===== config.mk =====
export PLATFORM = sky130hd
export DESIGN_NAME = baud_tick_gen
export DESIGN_NICKNAME = d
export VERILOG_FILES = /design/src/rtl/baud_pkg.sv /design/src/rtl/baud_div_regs.sv /design/src/rtl/baud_ref_sel.sv /design/src/rtl/baud_counter.sv /design/src/rtl/baud_tick_gen.sv
export SDC_FILE = /design/constraint.sdc
export NUM_CORES = 1
export LEC_CHECK = 0
export ABC_AREA = 1
export BUFFER_PORTS_ARGS = -buffer_cell sky130_fd_sc_hd__buf_2
export CORE_MARGIN = 10
export CORE_UTILIZATION = 45
export CTS_CLUSTER_SIZE = 40
export DETAILED_ROUTE_END_ITERATION = 8
export SYNTH_ARGS = -nofsm -noshare
export SYNTH_HDL_FRONTEND = slang
export SYNTH_SLANG_ARGS = --single-unit

===== constraint.sdc =====
create_clock -name clk -period 3.4 [get_ports clk]
set_clock_uncertainty 0.1 [all_clocks]
set_input_delay 0.68 -clock clk [delete_from_list [all_inputs] [get_ports clk]]
set_output_delay 0.68 -clock clk [all_outputs]
set_load 0.005 [all_outputs]

===== src/rtl/baud_pkg.sv =====
package baud_pkg;
  localparam int REG_ADDR_W = 3;
  localparam int REG_DATA_W = 8;
  localparam logic [REG_ADDR_W-1:0] OFS_DIV_LO = 3'd0;
  localparam logic [REG_ADDR_W-1:0] OFS_LINE   = 3'd3;
  localparam int BANK_BIT = 7;
endpackage


===== src/rtl/baud_div_regs.sv =====
module baud_div_regs
  import baud_pkg::*;
#(
  parameter int ADDR_W    = REG_ADDR_W,
  parameter int DATA_W    = REG_DATA_W,
  parameter int DIV_W     = 16,
  parameter logic [DIV_W-1:0] DIV_RESET = 16'h0001
) (
  input  logic              clk,
  input  logic              rst,
  input  logic              wr_en_i,
  input  logic [ADDR_W-1:0] wr_addr_i,
  input  logic [DATA_W-1:0] wr_data_i,
  input  logic [ADDR_W-1:0] rd_addr_i,
  output logic [DATA_W-1:0] rd_data_o,
  output logic [DIV_W-1:0]  div_o,
  output logic              load_o
);
  localparam int LANES = DIV_W / DATA_W;

  logic [DATA_W-1:0] lane_q [LANES];
  logic [LANES-1:0]  lane_hit;
  logic              bank_q;

  // line-control register: only the bank-select bit lives here
  always_ff @(posedge clk) begin
    if (rst) bank_q <= 1'b0;
    else if (wr_en_i && wr_addr_i == OFS_LINE) bank_q <= wr_data_i[BANK_BIT];
  end

  for (genvar g = 0; g < LANES; g++) begin : g_lane
    assign lane_hit[g] = wr_en_i && bank_q && (wr_addr_i == OFS_DIV_LO + ADDR_W'(g));
    always_ff @(posedge clk) begin
      if (rst) lane_q[g] <= DIV_RESET[g*DATA_W +: DATA_W];
      else if (lane_hit[g]) lane_q[g] <= wr_data_i;
    end
    assign div_o[g*DATA_W +: DATA_W] = lane_q[g];
  end

  assign load_o = |lane_hit;

  logic [DATA_W-1:0] rd_mux;
  always_comb begin
    rd_mux = '0;
    if (rd_addr_i == OFS_LINE) rd_mux[BANK_BIT] = bank_q;
    for (int i = 0; i < LANES; i++)
      if (bank_q && rd_addr_i == OFS_DIV_LO + ADDR_W'(i)) rd_mux = lane_q[i];
  end

  always_ff @(posedge clk) begin
    if (rst) rd_data_o <= '0;
    else     rd_data_o <= rd_mux;
  end

  // with the bank closed, no write can alter the divisor
  a_r2_bank_locked: assert property (@(posedge clk) disable iff (rst)
    (wr_en_i && !bank_q) |=> $stable(div_o));
  // a reload pulse only comes from an open bank
  a_r6_load_needs_bank: assert property (@(posedge clk) disable iff (rst)
    load_o |-> (bank_q && wr_en_i));
endmodule


===== src/rtl/baud_ref_sel.sv =====
module baud_ref_sel (
  input  logic sel_fast_i,
  input  logic slow_en_i,
  input  logic fast_en_i,
  output logic ref_en_o
);
  assign ref_en_o = sel_fast_i ? fast_en_i : slow_en_i;
endmodule


===== src/rtl/baud_counter.sv =====
module baud_counter #(
  parameter int CNT_W = 15,
  parameter int OVS   = 16
) (
  input  logic             clk,
  input  logic             rst,
  input  logic [CNT_W-1:0] count_i,
  input  logic             ref_en_i,
  input  logic             load_i,
  output logic             tick_o,
  output logic             bit_o
);
  localparam int SUB_W = $clog2(OVS);

  logic [CNT_W-1:0] cnt_q;
  logic [CNT_W-1:0] lim;
  logic [SUB_W-1:0] sub_q;

  // a zero count runs as one so the strobe never stalls
  assign lim = (count_i == '0) ? CNT_W'(1) : count_i;

  always_ff @(posedge clk) begin
    if (rst || load_i) begin
      cnt_q  <= '0;
      sub_q  <= '0;
      tick_o <= 1'b0;
      bit_o  <= 1'b0;
    end else begin
      tick_o <= 1'b0;
      bit_o  <= 1'b0;
      if (ref_en_i) begin
        if (cnt_q >= lim - CNT_W'(1)) begin
          cnt_q  <= '0;
          tick_o <= 1'b1;
          bit_o  <= (sub_q == SUB_W'(OVS-1));
          sub_q  <= (sub_q == SUB_W'(OVS-1)) ? '0 : sub_q + SUB_W'(1);
        end else begin
          cnt_q <= cnt_q + CNT_W'(1);
        end
      end
    end
  end

  // a strobe follows a sampled reference pulse
  a_r8_tick_needs_ref: assert property (@(posedge clk) disable iff (rst)
    tick_o |-> $past(ref_en_i));
  // bit strobe only coincides with an oversample strobe
  a_r9_bit_with_tick: assert property (@(posedge clk) disable iff (rst)
    bit_o |-> tick_o);
  // a reload leaves the next cycle quiet
  a_r6_reload_quiet: assert property (@(posedge clk) disable iff (rst)
    load_i |=> !tick_o);
  // without a reload the count never passes its limit
  a_r4_count_bound: assert property (@(posedge clk) disable iff (rst)
    !$past(load_i) |-> (cnt_q < lim || $changed(count_i)));
endmodule


===== src/rtl/baud_tick_gen.sv =====
module baud_tick_gen #(
  parameter int ADDR_W = 3,
  parameter int DATA_W = 8,
  parameter int DIV_W  = 16,
  parameter int OVS    = 16
) (
  input  logic              clk,
  input  logic              rst,
  input  logic              wr_en,
  input  logic [ADDR_W-1:0] wr_addr,
  input  logic [DATA_W-1:0] wr_data,
  input  logic [ADDR_W-1:0] rd_addr,
  output logic [DATA_W-1:0] rd_data,
  input  logic              slow_ref_en,
  input  logic              fast_ref_en,
  output logic              baud_x16,
  output logic              baud_bit
);
  localparam int CNT_W = DIV_W - 1;

  logic [DIV_W-1:0] div;
  logic             load;
  logic             ref_en;

  baud_div_regs #(.ADDR_W(ADDR_W), .DATA_W(DATA_W), .DIV_W(DIV_W),
                  .DIV_RESET(DIV_W'(1))) u_regs (
    .clk(clk), .rst(rst), .wr_en_i(wr_en), .wr_addr_i(wr_addr),
    .wr_data_i(wr_data), .rd_addr_i(rd_addr), .rd_data_o(rd_data),
    .div_o(div), .load_o(load));

  baud_ref_sel u_sel (
    .sel_fast_i(div[DIV_W-1]), .slow_en_i(slow_ref_en),
    .fast_en_i(fast_ref_en), .ref_en_o(ref_en));

  baud_counter #(.CNT_W(CNT_W), .OVS(OVS)) u_cnt (
    .clk(clk), .rst(rst), .count_i(div[CNT_W-1:0]), .ref_en_i(ref_en),
    .load_i(load), .tick_o(baud_x16), .bit_o(baud_bit));

  // while the fast source is selected, a strobe needs a fast pulse
  a_r3_fast_source: assert property (@(posedge clk) disable iff (rst)
    (baud_x16 && $past(div[DIV_W-1]) && !$past(load)) |-> $past(fast_ref_en));
endmodule


# Word level (Yosys, flattened, before mapping)
# Memories as Yosys holds them, arrays and structs flattened.
# Index checks and enable logic that the tools add are counted.
word_totals:
  ff_bits: 30
  mem_bits_rw: 16
  input_bits: 19
  out_inout_bits: 10
  word_cells: 52
  n_memories: 1
memory_table:
  columns: ["memory", "words", "width", "read_ports", "rd_clocked_by_memory_dff", "wr", "line_no", "text"]
  rows:
  - ["u_regs.lane_q", 2, 8, 2, 0, 2, "baud_div_regs.sv:21", "logic [DATA_W-1:0] lane_q [LANES];"]
op_classes:
  add_sub_neg: 3
  magnitude_cmp: 1
  eq_ne: 5
  mux: 18
  bitwise: 4
  reduce_logical: 14
ops:
  columns: ["op", "count"]
  rows:
  - ["8-bit 2-to-1 mux", 4]
  - ["15-bit 2-to-1 mux", 2]
  - ["15-bit by 1-bit adder with 15-bit output, second input constant", 1]
  - ["15-bit >= comparator", 1]
  - ["15-bit zero test", 1]
  - ["15-bit by 1-bit subtractor with 15-bit output, second input constant", 1]
  - ["1-bit 2-to-1 mux", 11]
  - ["3-bit by 1-bit == test with 1-bit output, second input constant", 2]
  - ["3-bit by 2-bit == test with 1-bit output, second input constant", 2]
  - ["1-bit logical AND", 6]
  - ["3-bit zero test", 2]
  - ["4-bit by 1-bit adder with 4-bit output, second input constant", 1]
  - ["4-bit == test, second input constant", 1]
  - ["4-bit 2-to-1 mux", 1]
  - ["2-bit OR reduction", 2]
  - ["3-bit OR reduction", 1]
  - ["1-bit NOT", 2]
  - ["1-bit bitwise OR", 2]
  - ["2-bit AND reduction", 1]
  - ["1-bit logical OR", 1]

# Depth between registers and ports, before layout
logic_depth:
  word_depth: 6
  mapped_depth: 23
  mapped_depth_nobuf: 23

# By module
# Synthesis repeated with hierarchy kept, for this count alone.
unflattened:
  hier_cells: 335
  area_unflattened_um2: 2737.6
modules_own_cells:
  columns: ["mod", "n_inst", "cells_per_inst", "area_per_inst_um2", "seq_area_each_um2"]
  rows:
  - ["baud_counter", 1, 227, 1644.1, 420.4]
  - ["baud_div_regs", 1, 104, 1078.5, 660.6]
  - ["baud_ref_sel", 1, 4, 15.0, 0.0]

# Worst setup path after synthesis
# Ideal clock, no wire load.
synth_timing:
  kind: "flip-flop to flip-flop"
  start: "memory u_regs.lane_q[1][1]"
  end: "register u_cnt.cnt_q[8]"
  setup_ps: 117
  t_arrival_ps: 2901
  t_required_ps: 3183
  path_slack_ps: 282
  stages_incl_launch_ff: 24
  path_buffers: 1
  period_less_slack_ps: 3118
  cell_sequence: "edfxtp_1 nor2_1 nand2_1 nor4_1 nand2_1 nand2_1 inv_1 ha_1 nand3_1 nor2_1 nand3_1 nor3_2 xnor2_1 ha_1 nand2_1 nor2_2 nand3_1 nor2_1 nand2_1 nand3_4 nand2_4 nand2_4 buf_8 nor2_1"
synth_lines:
  columns: ["item", "line_no", "text"]
  rows:
  - ["from (decl)", "baud_div_regs.sv:21", null]
  - ["to (signal assigned)", "baud_counter.sv:38", "cnt_q <= cnt_q + CNT_W'(1);"]
  - ["to (decl)", "baud_counter.sv:15", "logic [CNT_W-1:0] cnt_q;"]

==> flow_metrics.tcl <==
set metrics [dict create \
    status "complete, no violations" \
    hold_depth 2 \
    path_class "reg -> reg" \
    grt_pass1_vias 2166 \
    peakVddDrop_v 0.000277 \
    synth_cell_types 31 \
    place_inst 454 \
    gp_congestion 0.911 \
    core_area_um2 5640 \
    clk_pin_slew_worst_paths_ns 0.09 \
    crit_slowest_cell "edfxtp_1" \
    hold_path_class "reg -> reg" \
    grt_pass1_wl_um 9660 \
    num_vias 2248 \
    rows 27 \
    cts_buffers 5 \
    num_io_pins 29 \
    tns_ns 0 \
    finalPower_mw 1.16 \
    wirelength_um 5820 \
    synth_fp_nets 380 \
    drive_gt1_share_pct 19.6 \
    avgSynthCellArea_um2 7.77 \
    track_usage_pct 12.0 \
    hold_viol_final 0 \
    cts_tree "yes" \
    hold_buffers 0 \
    initial_core_util_pct 47.2 \
    antenna_found_initial 0 \
    cap_violations 0 \
    yosys-top-cells-area "dfxtp_1 (23%), edfxtp_1 (18%), nand2_1 (11%)" \
    cp.required_ns 3.53 \
    final_cell_mix "nand2_1 (75), nor2_1 (50), inv_1 (46), dfxtp_1 (30), buf_2 (28)" \
    cts_max_level 2 \
    cts.path.max_buffers 2 \
    yosysWarningCount 0 \
    worst-path-buf-inv 2 \
    cts_root_buf "clkbuf_8" \
    hold_slack_ns 0.407 \
    synth_top_area_cell "dfxtp_1" \
    crit_top_cell "nand2_1" \
    die_x_um 97.0 \
    final_common_cell "nand2_1" \
    drtPass1Iterations 4 \
    drtIter0Drc 53 \
    die_area_um2 9400 \
    fin_util_pct 56.3 \
    post-route-period-util_pct 92.7 \
    grt_max_degree 16 \
    slew_headroom_pct 57.9 \
    ant_nets 0 \
    grt_remaining_overflow 0 \
    finalMaxSlewViolations 0 \
    tightest_slew_ns 0.630 \
    setup.worst_path.start_class "register" \
    clock-sinks 46 \
    finalCriticalPeriod_ns 3.15 \
    drc 0 \
    reg2regPathDepth 21 \
    powerDensity_nw_per_um2 365 \
    avgRoutedWirePerCell_um 12.5 \
    synth_cells 343 \
    crit_family "simple AND/OR/NAND/NOR gates" \
    dpl.hpwl_um 4680 \
    n_antenna_cell 0 \
    slowest_delay_ns 0.43 \
    syn2layout_area_growth_pct 19.2 \
    clkLatencyLatePin_ns 0.30 \
    vias_per_cell 4.83 \
    port_buffers 28 \
    cp.depth 21 \
    die_y_um 97.0 \
    yosysSeqAreaShare_pct 40.6 \
    cp_cell_sequence "nor2_2 -> nand2_1 -> nor4_2 -> nand2_1 -> nand2_1 -> inv_1 -> ha_2 -> nand3_2 -> nor2_4 -> buf_4 -> xor2_1 -> ha_1 -> nand2_1 -> nand2_1 -> nand2_1 -> nand2_1 -> a21oi_2 -> nand3_4 -> nand2_4 -> nand2_8 -> o21ai_1" \
    cp-end-kind "register" \
    fmax_ghz 0.317 \
    synth_top_area_share_pct 22.5 \
    setup_viol 0 \
    syn_area_um2 2670 \
    worstPathArrival_ns 3.28 \
    final_cells 465 \
    p_leak_nw 1.42 \
    path_max_fanout 15 \
    layout.nets 429 \
    ys_ff_latch 46 \
]
cell type report:
cell class	count	area, µm²
clock buffer	5	68.8
clock inverter	3	68.8
fill	527	2460
inverter	47	176
multi-input combinational	248	1430
sequential	46	1080
tap	72	90.1
timing repair buffer	44	260
power by group:
group          internal (mW)  switching [mW]  total [mW]  leakage, nW
clock                  0.294           0.188       0.482       0.0683
combinational         0.0368          0.0562      0.0930        0.949
sequential             0.577         0.00791       0.585        0.404
total                  0.908           0.252        1.16         1.42
flip-flops by register name (all words and copies together) (netlist names):
register          count
u_cnt.bit_o           1
u_cnt.cnt_q          15
u_cnt.sub_q           4
u_cnt.tick_o          1
u_regs.bank_q         1
u_regs.lane_q        16
u_regs.rd_data_o      8
synthesized netlist by cell type, drive strengths merged:
cell	number
nand3b	1
xor2	14
o21ai	9
a31oi	1
mux2i	1
nor2	61
nor4	2
dfxtp	30
nand3	23
clkbuf	1
buf	1
xnor2	4
a21oi	16
nor3	7
nand2	77
inv	47
nand4	9
a211oi	1
a21o	1
edfxtp	16
o21bai	3
ha	18
cell families (layout without fill, tap and decap cells):
group / Yosys count / after routing / share of synthesized area (%)
AO/OA/AOI/OAI: 31 / 31 / 6.62
XOR/XNOR: 18 / 18 / 5.92
adder cells (fa/ha/maj): 18 / 18 / 8.45
buffers and inverters: 49 / 99 / 7.32
flip-flops: 46 / 46 / 40.6
multiplexers: 1 / 1 / 0.376
AND/OR/NAND/NOR: 180 / 180 / 30.8
worst paths after layout:
path	from	endpoint	slack, ns
max	u_regs.lane_q[1][0]$_SDFFCE_PN0P_	u_cnt.sub_q[0]$_SDFFE_PP0P_	0.25
min	u_cnt.sub_q[0]$_SDFFE_PP0P_	u_cnt.sub_q[0]$_SDFFE_PP0P_	0.41
max reg2reg	u_regs.lane_q[1][0]$_SDFFCE_PN0P_	u_cnt.sub_q[0]$_SDFFE_PP0P_	0.25
min reg2reg	u_cnt.sub_q[0]$_SDFFE_PP0P_	u_cnt.sub_q[0]$_SDFFE_PP0P_	0.41
worst min-delay path, cell delays in order (launching register included):
cell	delay, ns
dfxtp_1	0.33
inv_1	0.07
o21ai_1	0.06
timing repair:
item,4_1_cts,5_1_grt
pin swaps,0,2
gates resized for setup,1,10
setup buffers,0,3
endpoints found under the setup margin,1,21
metal layers:
| layer | GRT usage [%] | vias up | routed length [µm] |
|---|---|---|---|
| li1 | - | 1212 | - |
| met1 | 13.5 | 998 | 2570 |
| met2 | 21.3 | 28 | 2950 |
| met3 | 3.26 | 10 | 196 |
| met4 | 4.28 | 0 | 104 |
| met5 | 0 | - | 0 |
through the flow:
stage	area, µm²	worst slack, ns
2_1_floorplan	2670	0.282
4_1_cts	3120	0.0292
3_3_place_gp	2970	0.174
3_5_place_dp	2970	0.0289
5_1_grt	3180	-0.0121
6_report	3180	0.249
No activity file was read; power rests on OpenSTA's default activity.
